==> src/rtl/spi_mode_pkg.sv <==
package spi_mode_pkg;
  typedef enum logic [1:0] {
    ST_IDLE,   // waiting for start
    ST_SETUP,  // optional quarter-period wait before the first edge
    ST_ACT,    // sclk at the non-resting level
    ST_REST    // sclk back at the resting level between pulses
  } spi_state_t;
endpackage

==> src/rtl/spi_tick_timer.sv <==
module spi_tick_timer #(
  parameter int CNT_W = 16
) (
  input  logic             clk,
  input  logic             rst,
  input  logic             load,
  input  logic [CNT_W-1:0] load_val,
  output logic             expire
);
  logic [CNT_W-1:0] cnt;

  always_ff @(posedge clk) begin
    if (rst)
      cnt <= '0;
    else if (load)
      cnt <= load_val;
    else if (cnt != '0)
      cnt <= cnt - 1'b1;
  end

  assign expire = (cnt == '0);
endmodule

==> src/rtl/spi_shift_path.sv <==
module spi_shift_path #(
  parameter int DATA_W = 8
) (
  input  logic              clk,
  input  logic              rst,
  input  logic              load,
  input  logic              lsb_now,
  input  logic              drive_first,
  input  logic [DATA_W-1:0] tx_word,
  input  logic              shift_out,
  input  logic              sample,
  input  logic              finish,
  input  logic              miso,
  output logic              mosi,
  output logic [DATA_W-1:0] rx_byte
);
  logic [DATA_W-1:0] tx_sh, rx_sh, tx_ord, tx_rev, rx_nxt, rx_rev;
  logic              lsb_l;

  // Bit reversal: MSB-first is the LSB-first path with both bytes mirrored.
  for (genvar i = 0; i < DATA_W; i++) begin : g_mirror
    assign tx_rev[i] = tx_word[DATA_W-1-i];
    assign rx_rev[i] = rx_nxt[DATA_W-1-i];
  end

  assign tx_ord = lsb_now ? tx_word : tx_rev;
  assign rx_nxt = sample ? {miso, rx_sh[DATA_W-1:1]} : rx_sh;

  always_ff @(posedge clk) begin
    if (rst) begin
      tx_sh   <= '0;
      rx_sh   <= '0;
      mosi    <= 1'b0;
      rx_byte <= '0;
      lsb_l   <= 1'b0;
    end else if (load) begin
      lsb_l <= lsb_now;
      rx_sh <= '0;
      if (drive_first) begin
        mosi  <= tx_ord[0];
        tx_sh <= tx_ord >> 1;
      end else begin
        tx_sh <= tx_ord;
      end
    end else begin
      if (shift_out) begin
        mosi  <= tx_sh[0];
        tx_sh <= tx_sh >> 1;
      end
      rx_sh <= rx_nxt;
      if (finish)
        rx_byte <= lsb_l ? rx_nxt : rx_rev;
    end
  end

  // the received byte only changes when a transfer finishes
  a_r6_rx_only_at_finish: assert property (@(posedge clk) disable iff (rst)
    (!finish && !load) |=> $stable(rx_byte));
endmodule

==> src/rtl/spi_mode_master.sv <==
module spi_mode_master
  import spi_mode_pkg::*;
#(
  parameter int DATA_W = 8,
  parameter int DIV_W  = 16
) (
  input  logic              clk,
  input  logic              rst,
  input  logic              start,
  input  logic [DATA_W-1:0] tx_byte,
  input  logic              cpol,
  input  logic              cpha,
  input  logic              lsb_first,
  input  logic [DIV_W-1:0]  divisor,
  output logic              busy,
  output logic              done,
  output logic [DATA_W-1:0] rx_byte,
  output logic              sclk,
  output logic              mosi,
  input  logic              miso
);
  localparam int BIT_W = (DATA_W > 1) ? $clog2(DATA_W) : 1;
  localparam logic [BIT_W-1:0] LAST_BIT = BIT_W'(DATA_W - 1);
  localparam logic [DIV_W-1:0] MIN_DIV  = DIV_W'(2);

  spi_state_t       st;
  logic             cpol_l, cpha_l;
  logic [DIV_W-1:0] half_l;
  logic [BIT_W-1:0] bit_cnt;
  logic             sclk_q, busy_q, done_q;

  logic [DIV_W-1:0] div_eff, quarter, tmr_val;
  logic accept, expire, lead_evt, trail_evt, last_pulse, tmr_load;
  logic shift_out, sample, finish;

  assign div_eff    = (divisor < MIN_DIV) ? MIN_DIV : divisor;
  assign quarter    = div_eff >> 2;
  assign accept     = (st == ST_IDLE) && start;
  assign lead_evt   = ((st == ST_SETUP) || (st == ST_REST)) && expire;
  assign trail_evt  = (st == ST_ACT) && expire;
  assign last_pulse = (bit_cnt == LAST_BIT);
  assign finish     = trail_evt && last_pulse;
  assign shift_out  = (lead_evt && cpha_l) || (trail_evt && !cpha_l && !last_pulse);
  assign sample     = (lead_evt && !cpha_l) || (trail_evt && cpha_l);
  assign tmr_load   = accept || lead_evt || (trail_evt && !last_pulse);
  assign tmr_val    = accept ? (cpha ? '0 : quarter) : (half_l - 1'b1);

  spi_tick_timer #(.CNT_W(DIV_W)) u_timer (
    .clk(clk), .rst(rst), .load(tmr_load), .load_val(tmr_val), .expire(expire)
  );

  spi_shift_path #(.DATA_W(DATA_W)) u_shift (
    .clk(clk), .rst(rst), .load(accept), .lsb_now(lsb_first), .drive_first(!cpha),
    .tx_word(tx_byte), .shift_out(shift_out), .sample(sample), .finish(finish),
    .miso(miso), .mosi(mosi), .rx_byte(rx_byte)
  );

  always_ff @(posedge clk) begin
    if (rst) begin
      st      <= ST_IDLE;
      sclk_q  <= cpol;
      busy_q  <= 1'b0;
      done_q  <= 1'b0;
      bit_cnt <= '0;
      cpol_l  <= 1'b0;
      cpha_l  <= 1'b0;
      half_l  <= '0;
    end else begin
      done_q <= 1'b0;
      unique case (st)
        ST_IDLE: begin
          sclk_q <= cpol;
          if (start) begin
            cpol_l  <= cpol;
            cpha_l  <= cpha;
            half_l  <= div_eff >> 1;
            bit_cnt <= '0;
            busy_q  <= 1'b1;
            st      <= ST_SETUP;
          end
        end
        ST_SETUP, ST_REST: begin
          if (expire) begin
            sclk_q <= ~cpol_l;
            st     <= ST_ACT;
          end
        end
        ST_ACT: begin
          if (expire) begin
            sclk_q  <= cpol_l;
            bit_cnt <= bit_cnt + 1'b1;
            if (last_pulse) begin
              busy_q <= 1'b0;
              done_q <= 1'b1;
              st     <= ST_IDLE;
            end else begin
              st <= ST_REST;
            end
          end
        end
        default: st <= ST_IDLE;
      endcase
    end
  end

  assign sclk = sclk_q;
  assign busy = busy_q;
  assign done = done_q;

  // done lasts one cycle and coincides with busy low
  a_r9_done_single: assert property (@(posedge clk) disable iff (rst)
    done |=> !done);
  a_r9_done_not_busy: assert property (@(posedge clk) disable iff (rst)
    done |-> !busy);
  // a transfer only begins from a start request
  a_r8_busy_needs_start: assert property (@(posedge clk) disable iff (rst)
    $rose(busy) |-> $past(start));
  // resting clock level while idle
  a_r2_idle_level: assert property (@(posedge clk) disable iff (rst)
    (!busy && !done && $past(!busy) && $stable(cpol)) |-> (sclk == cpol));
  // data line holds between transfers
  a_r10_mosi_hold: assert property (@(posedge clk) disable iff (rst)
    (!busy && $past(!busy)) |-> $stable(mosi));
endmodule

==> config.mk <==
export PLATFORM = sky130hd
export DESIGN_NAME = spi_mode_master
export DESIGN_NICKNAME = d
export VERILOG_FILES = /design/src/rtl/spi_mode_pkg.sv /design/src/rtl/spi_tick_timer.sv /design/src/rtl/spi_shift_path.sv /design/src/rtl/spi_mode_master.sv
export SDC_FILE = /design/constraint.sdc
export NUM_CORES = 1
export LEC_CHECK = 0
export ABC_AREA = 1
export BUFFER_PORTS_ARGS = -buffer_cell sky130_fd_sc_hd__buf_4
export CORE_UTILIZATION = 45
export DETAILED_ROUTE_END_ITERATION = 12
export PLACE_DENSITY = 0.7
export RECOVER_POWER = 100
export SLEW_MARGIN = 10
export SYNTH_ARGS = -nofsm -noshare
export SYNTH_HDL_FRONTEND = slang
export SYNTH_SLANG_ARGS = --single-unit
==> constraint.sdc <==
create_clock -name clk -period 2.05 [get_ports clk]
set_input_delay 0.3075 -clock clk [delete_from_list [all_inputs] [get_ports clk]]
set_output_delay 0.3075 -clock clk [all_outputs]
set_load 0.02 [all_outputs]
==> results of run 1 <==
## report_power, final
| part | switching (mW) | leakage, nW | internal (mW) |
|---|---|---|---|
| combinational | 0.902 | 1.47 | 0.514 |
| sequential | 0.133 | 0.551 | 1.44 |
| clock | 0.522 | 0.107 | 0.608 |
| total | 1.56 | 2.13 | 2.57 |
## layout make-up
type,instances,area [um^2],area share [%]
tap,108,135,2.90
clock buffer,13,190,4.08
sequential,67,1350,29.0
multi-input combinational,457,2340,50.3
inverter,76,292,6.26
clock inverter,3,17.5,0.376
timing repair buffer,49,332,7.12
## registers in the layout (all words and copies together) (netlist names), 2 cells and up
register	flops
st	2
u_shift.rx_byte	8
u_shift.tx_sh	8
u_shift.rx_sh	8
bit_cnt	3
u_timer.cnt	16
half_l	15
## cell usage in the layout, fill, tap and decap left out, types with 2 or more instances in the layout
master / netlist / final
nand2_1: 128 / 128
nor2_1: 90 / 90
nand3_1: 88 / 88
inv_1: 66 / 66
dfxtp_1: 66 / 66
o21ai_0: 40 / 41
buf_4: 2 / 35
a21oi_1: 22 / 22
xor2_1: 14 / 14
clkbuf_1: 12 / 13
clkbuf_8: 0 / 12
nor2_4: 11 / 11
nand4_1: 7 / 7
nand2_2: 7 / 6
nor3_1: 6 / 6
o22ai_1: 6 / 6
mux2i_1: 6 / 6
nor2_2: 5 / 5
inv_2: 5 / 5
nand2_4: 5 / 5
ha_1: 5 / 5
clkinv_1: 3 / 3
clkinv_2: 1 / 3
nor4_1: 3 / 3
o211ai_1: 2 / 2
nand4_4: 2 / 2
a22oi_1: 2 / 2
a31oi_1: 2 / 2
## worst min path at each step
stage	end	slack, ns	start
5_1_grt	half_l[9]	0.23	divisor[10]
4_1_cts	half_l[4]	0.20	divisor[5]
3_5_place_dp	bit_cnt[0]	0.47	bit_cnt[0]
3_3_place_gp	bit_cnt[0]	0.44	bit_cnt[0]
2_1_floorplan	bit_cnt[0]	0.43	bit_cnt[0]
6_report	half_l[4]	0.21	divisor[5]
## metal layers
layer  global-route usage, %  routed length (um)  part of all wire [%]  vias up
li1                        -                   -                     -     2079
met1                    29.3                4580                    45     1863
met2                    36.9                4810                    48      125
met3                    2.66                 447                   4.4       27
met4                    11.7                 266                   2.6        0
met5                       0                   0                     0        -
## worst register-to-register path: cells and delay by family (launching register included)
family | cells | cell delay (ns)
adders and majority gates | 1 | 0.23
buffers and inverters | 2 | 0.22
DFF | 1 | 0.32
and+or+nand+nor | 8 | 1.01
## kinds of logic after synthesis
family | after synthesis | synth area share, %
xor gates and xnor gates | 15 | 3.21
adders and majority gates | 5 | 1.53
AOI/OAI and AO/OA | 76 | 9.79
muxes | 6 | 1.47
buffers and inverters | 99 | 10.1
DFF | 67 | 33.0
and+or+nand+nor | 355 | 40.9
## through the flow
step,instance area (um^2),power [mW],std cells
3_5_place_dp,4480,3.01,757
6_report,4660,4.12,773
5_1_grt,4660,4.41,773
2_1_floorplan,4090,2.69,623
4_1_cts,4690,4.15,773
3_3_place_gp,4480,2.98,757
==> impl.org, run 1 <==
** Worst hold path
- The worst hold path was traced through 3 stages.
- In this run the worst hold path is classified as in2reg.

** Synth
- Synth warn :: 0
- Synth cell types :: 36
- Most numerous cell types in the synthesized netlist :: 128 x nand2_1, 90 x nor2_1, 88 x nand3_1
- By area the synthesized netlist is led by dfxtp_1 32%, nand2_1 12%, nand3_1 11%.
- Synthesis produced a netlist with a net count of 659.
- Summing the sequential cell areas from Yosys gives 33.0% of the chip area.
- In the synthesized netlist the async set-or-reset flop fraction comes to 0%.
- Number of synthesized flops with an enable pin :: 1
- A synthesized cell averages 6.57 um^2.
- Share of Yosys cell area claimed by the top area cell type :: 32.3%
- For this run, the leading register cell type out of synthesis is dfxtp_1.
- Flip-flop and latch count after synthesis :: 67
- Cell area after synthesis :: 4090 um^2
- The most common cell in the synthesized netlist is nand2_1.
- Summed over all instances, the cell type with the most area after synthesis is dfxtp_1.
- After technology mapping, the gate count stands at 623.

** Timing
- TNS Setup :: 0 ns
- Counting I/O delays and the setup requirement, the final critical path takes 1.86 ns.
- The total count of hold-check failures in the final report was 0.
- Pin slew with the least headroom to its limit :: 0.548 ns
- The max-slew violation count came to 0.
- The worst path meets setup with 0.191 ns of slack.
- After layout, the worst path uses 90.7% of the clock period.
- Based on the critical path, the design can be clocked at up to 0.538 GHz.
- Final setup fails :: 0
- Hold is met by 0.212 ns.
- Clock skew on the completed layout was measured at 0.00837 ns.
- Relative slew margins :: 63.3%
- Setup repair after global routing left no endpoint under its margin.

** Global route
- The via count of the first global-routing pass was 3839.
- Pin count of the biggest net entering global routing :: 32
- Overflow left after global routing :: 0
- Global-route wire length before repair :: 17600 um
- The initial antenna violation count is 0.
- Overall routing resource usage :: 22.6%

** Setup path
- Nature of the critical path startpoint :: flop
- In this run the critical register-to-register path is launched from u_timer.cnt[0].
- Critical setup path kind :: reg2reg
- Cell chain of the critical path :: inv_1 -> ha_1 -> nand3_1 -> nor2_4 -> nand2_4 -> nor2_1 -> nand2_1 -> nand2_2 -> inv_2 -> nor2_1 -> nor2_1
- CP peak stage delay :: 0.32 ns
- R2r worst-path depth :: 11
- Worst Setup End Kind :: flop
- Reg-to-Reg End :: u_shift.tx_sh[6]
- Of all nets on the critical path, the largest fanout is 8.
- CP bufs+invs :: 2
- Timing endpoint of the critical path :: u_shift.tx_sh[6]
- The critical path crosses 11 cells after its start point.
- Cell seen most often among critical-path stages :: nor2_1
- In this design, the largest share of critical-path delay is due to simple AND/OR/NAND/NOR gates.
- Data required, critical path :: 2.29 ns
- Data arrives at the worst endpoint at 2.10 ns.
- Worst reg2reg setup slack :: 0.19 ns
- On the critical path, the stage with the largest delay is an instance of dfxtp_1.
- Worst setup path startpoint :: u_timer.cnt[0]

** Cells and area
- Final antenna diode count :: 0
- Post-layout utilization of the core :: 53.2%
- Synthesis-to-layout area growth :: 13.9%
- Share of layout cells above drive strength 1 :: 13.7%
- FILL cells :: 876
- Count of nets after finishing :: 696

** Clock network
- Clock tree from TritonCTS :: done
- Counting the buffers created by CTS gives 9.
- CTS Buffer Depth :: 2
- Cts repair resizes :: 0
- The tree built by TritonCTS fans out to 67 sinks.
- After clock tree synthesis, the setup repair step added 0 buffers.
- Clock-pin slew was measured on the worst setup and hold paths at 0.08 ns.
- Skew-Pair Late Insertion Delay :: 0.34 ns
- Clock tree synthesis selected as its root buffer the cell clkbuf_8.
- # hold bufs at CTS :: 0
- The H-tree was split into 3 levels.

** Run
- Across the run, the number of max-cap violations was 0.

** Die
- Die Y :: 97.4 um
- Cell Rows :: 34
- The core region is 8760 um^2.
- Initial cell density of the core :: 46.7%
- Die Outline Area :: 9480 um^2
- The floorplan step set the die width to 97.4 um.
- 43 I/O pins were placed.

** Detailed routing
- In the routed layout, each cell is associated on average with a via count of 5.30.
- In the final routed layout, each cell accounts on average for 13.1 um.
- Summing over every cut layer, the via total after detailed routing is 4094.
- Initial DRT Pass Iterations :: 5
- Total DRC errors in the routed layout :: 0
- Sum of routed wire length over all layers :: 10100 um
- In this run the remaining antenna-violating nets after routing total 0.
- DRC violation total after the first TritonRoute iteration :: 172

** Power
- For this design the static power due to leakage is 2.13 nW.
- Dividing total power by cell area gives a power density of 885 nW/um^2.
- Maximum vdd drop :: 0.364 mV

** Place
- During placement, the flow inserted port buffers numbering 41.
- The congestion estimate from routability-driven global placement came to 0.905.
- Summed over all nets, the half-perimeter wirelength after detailed placement is 7300 um.
- Before CTS, the worst setup slack after placement is 0.156 ns.

** Outcome
- The flow ran to the end, and the final reports show no timing, DRC or antenna violations.
(Power assumes the default switching activity.)
==> inputs of run 2 (changes only) <==
Settings changed: ABC_AREA 1 to default, ABC_CLOCK_PERIOD_IN_PS from default to 2050, CORE_ASPECT_RATIO from default to 0.75.
==> run 2 against run 1 <==
  * The flow now finishes with violations (negative setup slack)
  * First-iteration DRC count up 27%
  * Via count down 14%
  * Sequential power up 7%
  * Final cell count down 19%
  * Register-to-register slack worse by 0.39 ns
  * Critical endpoint is now u_shift.tx_sh[4]
  * Largest cell class unchanged
  * Largest power group is now combinational logic
==> impl.org, run 2 <==
** Setup path
- For this run, the slowest stage of the critical path takes 0.62 ns.
- Of all nets on the critical path, the largest fanout is 6.
- The worst setup path is launched from a flop.
- R2r worst-path depth :: 6
- Cell chain of the critical path :: or4_4 -> or4_4 -> o21ai_4 -> buf_6 -> nor2_2 -> a311oi_1
- The worst setup path is of the reg2reg kind.
- Data on the critical path is required at its endpoint by 2.30 ns.
- Worst flop-to-flop path startpoint :: u_timer.cnt[5]
- Data on the critical path arrives at its endpoint at 2.50 ns.
- Master of the slowest instance on the critical path :: or4_4
- STA classifies the critical path endpoint as a flop.
- In this run the critical register-to-register path is captured at u_shift.tx_sh[4].
- For flop-to-flop paths, the worst setup slack is -0.20 ns.
- Cell seen most often among critical-path stages :: or4_4

** Clock network
- The root buffer cell chosen for the clock tree is clkbuf_8.
- Clock tree from TritonCTS :: done
- The clock net in this run drives a total of 67 sinks.
- Skew-Pair Late Insertion Delay :: 0.35 ns
- Htree depth :: 3
- CTS Buffer Depth :: 2
- Cts bufs inserted :: 9
- Clock-pin slew was measured on the worst setup and hold paths at 0.08 ns.

** Detailed routing
- DRC violation total after the first TritonRoute iteration :: 219
- Routed Antenna Nets :: 0
- In the routed layout, each cell is associated on average with a via count of 5.60.
- Summed over all layers, the routed wires come to 9870 um.
- Total DRC errors in the routed layout :: 0
- Average wire per standard cell :: 15.7 um
- Summing over every cut layer, the via total after detailed routing is 3519.
- The first TritonRoute pass finished after 5 iterations.

** Synth
- Synth warn :: 0
- Sequential element share of the synthesized area :: 37.6%
- After synthesis, the largest area contributor takes up 36.8% of total cell area.
- For this run, the leading register cell type out of synthesis is dfxtp_1.
- The mapped netlist covers 3590 um^2.
- Share of synthesized registers carrying an async set or reset :: 0%
- Sorting the synthesized cells by area gives the leading types as dfxtp_1 37%, nand2_1 7.5%, mux2i_1 7.2%.
- Cell accounting for the most synthesized area :: dfxtp_1
- Most numerous cell types in the synthesized netlist :: 72 x nand2_1, 66 x dfxtp_1, 43 x a21oi_1
- Synthesis produced 442 cells.
- Among all cell types in the netlist, the one instantiated most often is nand2_1.
- In this run, distinct cell masters in the synthesized netlist total 52.
- Counting flops and latches in the post-synthesis netlist gives 67.
- Number of synthesized flops with an enable pin :: 1
- After synthesis, the mean cell area works out to 8.13 um^2.
- Syn Nets :: 478

** Place
- Once placement finished, the instance area stood at 4320 um^2.
- The congestion estimate from routability-driven global placement came to 0.847.
- Count of buffers from port buffering :: 41
- Pre-CTS worst setup slack :: -0.234 ns
- Placed wire-length estimate :: 6820 um
- Cells after DPL :: 606

** Cells and area
- Sequential cell area :: 1360 um^2
- The net count of the finished layout is 558.
- Commonest non-fill, non-tap cells in the layout :: 75 x buf_4, 68 x nand2_1, 62 x dfxtp_1
- FILL cells :: 629
- Leaving out filler cells and counting taps, the final layout contains 628.
- Final antenna diode count :: 0
- Largest registers ranked by flip-flop count :: u_timer.cnt: 16 flops, half_l: 15 flops
- Share of layout cells above drive strength 1 :: 27.7%
- The register with the most flip-flops in the layout has 16 of them.
- Counting flops per register, the top entry is u_timer.cnt.
- Post-layout utilization of the core :: 63.0%
- The library cell used most frequently in the layout, excluding fill and tap cells, is buf_4.
- Total area of multi-input combinational cells :: 2300 um^2
- From synthesis to final layout, the design area changed by 32.1%.
- The finished cells cover 4750 um^2.

** Die
- Initial cell density of the core :: 47.7%
- Die width :: 105 um
- Cell Rows :: 27
- After floorplanning, the core was sized to cover 7530 um^2.
- The die covers 8350 um^2.
- Count of pins on the block boundary :: 43
- Die Y :: 79.4 um

** Outcome
- The flow ran to the end, but the final reports show violations.
- The final reports fail on negative setup slack.

** Worst hold path
- The worst hold path belongs to the class in2reg.
- Startpoint of the most critical hold path :: divisor[13]
- Worst Hold Endpoint :: half_l[12]
- Counting instances, the worst hold path has a depth of 3.

** Timing
- Total count of max-transition violations in the final report :: 0
- Subtracting the final worst setup slack from the clock period gives 2.25 ns.
- Final setup fails :: 31
- Across all hold checks on the routed design, the worst slack comes to 0.222 ns.
- Max Clock Freq :: 0.444 GHz
- RSZ-0062 raised after global routing :: yes
- Clock skew on the completed layout was measured at 0.0118 ns.
- Final worst-path cycle share :: 110%
- Setup total negative slack on the finished layout was measured at -4.18 ns.
- Setup slack on the critical path of the routed design comes to -0.200 ns.
- Pin slew with the least headroom to its limit :: 0.539 ns
- Final Hold Violating Endpoints :: 0
- Relative slew margins :: 64.0%

** Global route
- Entering global routing, the biggest net connects 49 pins.
- Antenna violations before repair :: 0
- Global routing used 24.5% of the available tracks across all layers.
- The first global-routing pass estimated 16100 um of wire.
- Number of global-route vias before repair :: 3287
- The total overflow left after global routing is 0.

** Power
- In this run the power density over the cells is 1180 nW/um^2.
- Maximum vdd drop :: 0.468 mV
- Sequential cells account for 30.1% of the total power.
- Net Sw Power :: 2.15 mW
- Combinational group share of total power :: 49.8%
- Net switching is 38.4% of the power.
- Internal power :: 3.45 mW
- Part of the power in the clock network :: 20.1%
- Leakage power of the design :: 1.87 nW
- Overall power consumption :: 5.61 mW

** Run
- MaxCap Viol Count :: 0
[run 2: cell types whose count changed in the layout (fill, tap and decap cells not counted), sizes merged, moves of 20 or more]
| cell | before | now |
|---|---|---|
| a21oi | 22 | 43 |
| buf | 36 | 82 |
| inv | 72 | 10 |
| mux2i | 6 | 26 |
| nand2 | 140 | 72 |
| nand3 | 89 | 16 |
| nor2 | 106 | 37 |
| o21ai | 42 | 13 |
[run 2: cell type report]
cell class	instances	area share (%)
flip-flops and latches	67	28.6
repair buffers	95	15.1
multi-input cells	338	48.4
well taps	101	2.66
clock inverters	6	1.37
inverters	11	0.975
clock buffers	10	2.90
[run 2: worst max-delay path by stage]
stage	startpoint	to	slack (ns)
after floorplan	u_timer.cnt[5]	u_timer.cnt[1]	-0.14
final	u_timer.cnt[5]	u_shift.tx_sh[4]	-0.20
after global routing	u_timer.cnt[5]	u_timer.cnt[5]	-0.26
after detailed placement	u_timer.cnt[5]	u_shift.rx_byte[1]	-0.23
after CTS	u_timer.cnt[0]	u_shift.tx_sh[4]	-0.19
after global placement	u_timer.cnt[5]	u_shift.rx_byte[7]	-0.16
[run 2: metal layers]
layer  up-vias  routed length, um  GRT usage, %
met5         -                  0             0
met4         0                102          5.92
met3         9                593          5.39
met2       107               4420          38.9
met1      1667               4750          33.8
li1       1736                  -             -
[run 2: power groups by stage]
stage / Clock, mW / Sequential [mW] / Combinational, mW
6_report: 1.13 / 1.69 / 2.79
5_1_grt: 1.19 / 1.72 / 3.03
4_1_cts: 1.14 / 1.68 / 2.63
3_5_place_dp: 0 / 1.70 / 2.46
3_3_place_gp: 0 / 1.69 / 2.41
2_1_floorplan: 0 / 1.72 / 1.56
[run 2: kinds of logic after synthesis]
group | count (synthesis) | synth area share (%)
multiplexers | 28 | 7.87
adder cells (fa/ha/maj) | 5 | 1.74
flip-flops | 67 | 37.6
buffers and inverters | 37 | 4.25
XOR/XNOR | 24 | 5.85
AND/OR/NAND/NOR | 184 | 25.1
AO/OA/AOI/OAI | 97 | 17.6
[run 2: repair_timing]
| action | 4_1_cts | 5_1_grt |
|---|---|---|
| pin swaps | 15 | 7 |
| hold buffers | 0 | 0 |
| cloned | 0 | 1 |
| setup endpoints to repair | 40 | 43 |
| gates resized for setup | 32 | 21 |
| setup buffers | 3 | 2 |
[run 2: critical path: cells and delay by family, from the launching register on]
kind	cells	cell delay [ns]
AOI/OAI and AO/OA	2	0.43
buffers and inverters	1	0.16
DFF	1	0.33
and+or+nand+nor	3	1.24
==> inputs of run 3 (changes only) <==
Settings changed: GPL_TIMING_DRIVEN from default to 0.
==> run 3 against run 2 <==
  * The run still ends with negative setup slack left
  * Power grew 11%
  * Critical path type unchanged
  * First-iteration DRC count grew 47%
  * Clock power grew 4%
  * Register-to-register slack lost 0.12 ns
  * Via count grew 5.7%
  * Non-clock buffer count grew 9
==> impl.org, run 3 (synthesis results as in run 2) <==
** Clock network
- Clock tree synthesis inserted a total of 9 buffers.
- For this design, the CTS-stage hold fixing added 0 buffers.
- For the worst-skew pair, the clock arrives at the later sink with an insertion delay of 0.35 ns.
- Clock transition time at the flip-flop clock pins of the worst setup and hold paths :: 0.08 ns
- The clock drives 67 sinks.
- TritonCTS built the clock tree.
- Htree depth :: 3
- CTS Root Cell :: clkbuf_8
- The longest clock path from root to sink contains 2 buffers.

** Place
- Placer Congestion :: 0.886
- Cells after DPL :: 583
- Port buffering added 40 buffers.
- Placed wire-length estimate :: 7320 um
- Placed Instance Area :: 4050 um^2
- Pre-CTS worst setup slack :: -0.761 ns

** Cells and area
- Final antenna diode count :: 0
- The library cells used most frequently in the layout, excluding fill and tap cells, are 67 x nand2_1, 59 x dfxtp_1, 54 x buf_4.
- The library cell used most frequently in the layout, excluding fill and tap cells, is nand2_1.
- Post-layout utilization of the core :: 65.8%
- Counting the fill cells in the layout gives 580.
- Of the cells placed in the final design, the portion with a size suffix greater than 1 is 31.7%.
- Count of nets after finishing :: 567
- Number of flip-flops in the largest register :: 16
- Relative to the synthesized area, the layout overhead comes to 37.9%.
- Leaving out filler cells and counting taps, the final layout contains 637.
- Largest registers ranked by flip-flop count :: u_timer.cnt: 16 flops, half_l: 15 flops
- Final Cell Area :: 4960 um^2
- Ranked by flip-flop count, first place goes to u_timer.cnt.

** Timing
- The smallest clock period supported by the final layout is computed as 2.37 ns.
- Derived from the worst setup path, the maximum achievable clock frequency is 0.423 GHz.
- For the pin with the worst max-slew slack, the measured transition is 0.669 ns.
- Measured against its own limit, the worst slew margin works out to 55.4%.
- Total count of max-transition violations in the final report :: 0
- After layout, the worst setup slack is -0.315 ns.
- RSZ-0062 raised after global routing :: yes
- Worst clock skew on the final layout :: 0.0112 ns
- Smallest hold slack :: 0.215 ns
- The total count of hold-check failures in the final report was 0.
- TNS Setup :: -7.97 ns
- Final worst-path cycle share :: 115%
- Setup violations remaining at the end of the flow were counted as 42.

** Die
- After floorplanning, the core was sized to cover 7530 um^2.
- The initial utilization of the core area, before any placement, comes to 47.7%.
- Measured along the y axis, the die boundary spans 79.4 um.
- The floorplan step defined a die boundary enclosing 8350 um^2.
- Measured along the x axis, the die boundary spans 105 um.
- Cell Rows :: 27
- 43 I/O pins were placed.

** Setup path
- The worst setup path is captured at a flop.
- Among all stages on the critical path, the largest delay is contributed by or4_4.
- Highest fanout seen on the critical path :: 7
- Walking the worst path, the cells encountered are inv_2 -> ha_4 -> or3b_4 -> or4_4 -> o21ai_4 -> buf_6 -> o211ai_1 -> a21oi_1.
- Nature of the critical path startpoint :: flop
- Counting cells, the worst reg-to-reg path comes to 8.
- The number of buffers and inverters on the critical path is 2.
- Data required, critical path :: 2.33 ns
- Broken down by cell family, the worst path's largest delay share belongs to simple AND/OR/NAND/NOR gates.
- Worst reg2reg setup slack :: -0.32 ns
- The worst register-to-register path ends at u_shift.tx_sh[3].
- Arrival time of data at the critical path endpoint :: 2.65 ns
- CP peak stage delay :: 0.64 ns
- The worst setup path is of the reg2reg kind.
- Worst flop-to-flop path startpoint :: u_timer.cnt[0]

** Global route
- The first global-routing pass estimated 17400 um of wire.
- Number of global-route vias before repair :: 3500
- Pin count of the biggest net entering global routing :: 13
- Overall routing resource usage :: 27.0%
- Overflow left after global routing :: 0
- Antenna violations before repair :: 0

** Detailed routing
- DRC violation total after the first TritonRoute iteration :: 322
- In the routed design, unresolved DRC markers number 0.
- Initial DRT Pass Iterations :: 5
- Ratio of routed vias to standard cells :: 5.84
- Average wire per standard cell :: 17.8 um
- After detailed routing, the total wire length is 11300 um.
- The final route contains 3718 vias.
- Routed Antenna Nets :: 0

** Power
- P per Cell Area :: 1260 nW/um^2
- Overall power consumption after layout is estimated at 6.23 mW.
- Summed over all cells, the static leakage comes to 1.92 nW.
- VDD sags by at most 0.537 mV.

** Outcome
- The final reports fail on negative setup slack.
- Outcome :: finished with violations

** Worst hold path
- Startpoint of the most critical hold path :: divisor[7]
- For hold timing, the worst endpoint is half_l[6].
- Cell depth of the worst hold path :: 3
- Type of the most critical hold path :: in2reg

** Run
- Across the run, the number of max-cap violations was 0.
## run 3: changes by cell type in the layout (fill, tap and decap cells not counted), sizes merged
cell and delta:
clkinvlp -1, inv +2, buf -4, clkinv -2, clkbuf +14
## run 3: worst max-delay path by stage
stage / from / end / cells after the start
final: u_timer.cnt[0] / u_shift.tx_sh[3] / 8
after global routing: u_timer.cnt[3] / u_shift.rx_byte[1] / 7
after CTS: u_timer.cnt[1] / u_shift.tx_sh[3] / 8
after detailed placement: st[0] / bit_cnt[1] / 8
after global placement: st[0] / u_timer.cnt[14] / 8
after floorplan: u_timer.cnt[5] / u_timer.cnt[1] / 7
## run 3: repair_timing
item                                    CTS  global route
gates cloned                              2             0
pin swaps                                40            29
gates resized for setup                  68            54
endpoints found under the setup margin   66            67
setup buffers                            29            13
## run 3: cell type report
type                       count  area [um^2]  area share, %
buffer                        23          126           2.55
inverter                      11         46.3          0.934
timing repair buffer          81          623           12.6
sequential                    67         1360           27.4
clock buffer                  11          151           3.05
tap                          101          126           2.55
multi-input combinational    338         2470           49.7
clock inverter                 5         58.8           1.19
## run 3: worst register-to-register path, cell delays in order (launching register included)
cell	delay, ns
dfxtp_2	0.33
inv_2	0.08
ha_4	0.14
or3b_4	0.40
or4_4	0.64
o21ai_4	0.31
buf_6	0.18
o211ai_1	0.09
a21oi_1	0.14
## run 3: metal layers
layer  routed length (um)  track usage [%]  vias to the layer above
li1                     -                -                     1750
met1                 5030             36.2                     1759
met2                 5250             43.0                      179
met3                  800             6.53                       30
met4                  238             8.03                        0
met5                    0                0                        -
## run 3: power breakdown
| part | leakage (nW) | internal, mW | switching [mW] |
|---|---|---|---|
| registers | 0.552 | 1.54 | 0.223 |
| clock network | 0.110 | 0.633 | 0.541 |
| logic | 1.26 | 1.54 | 1.76 |
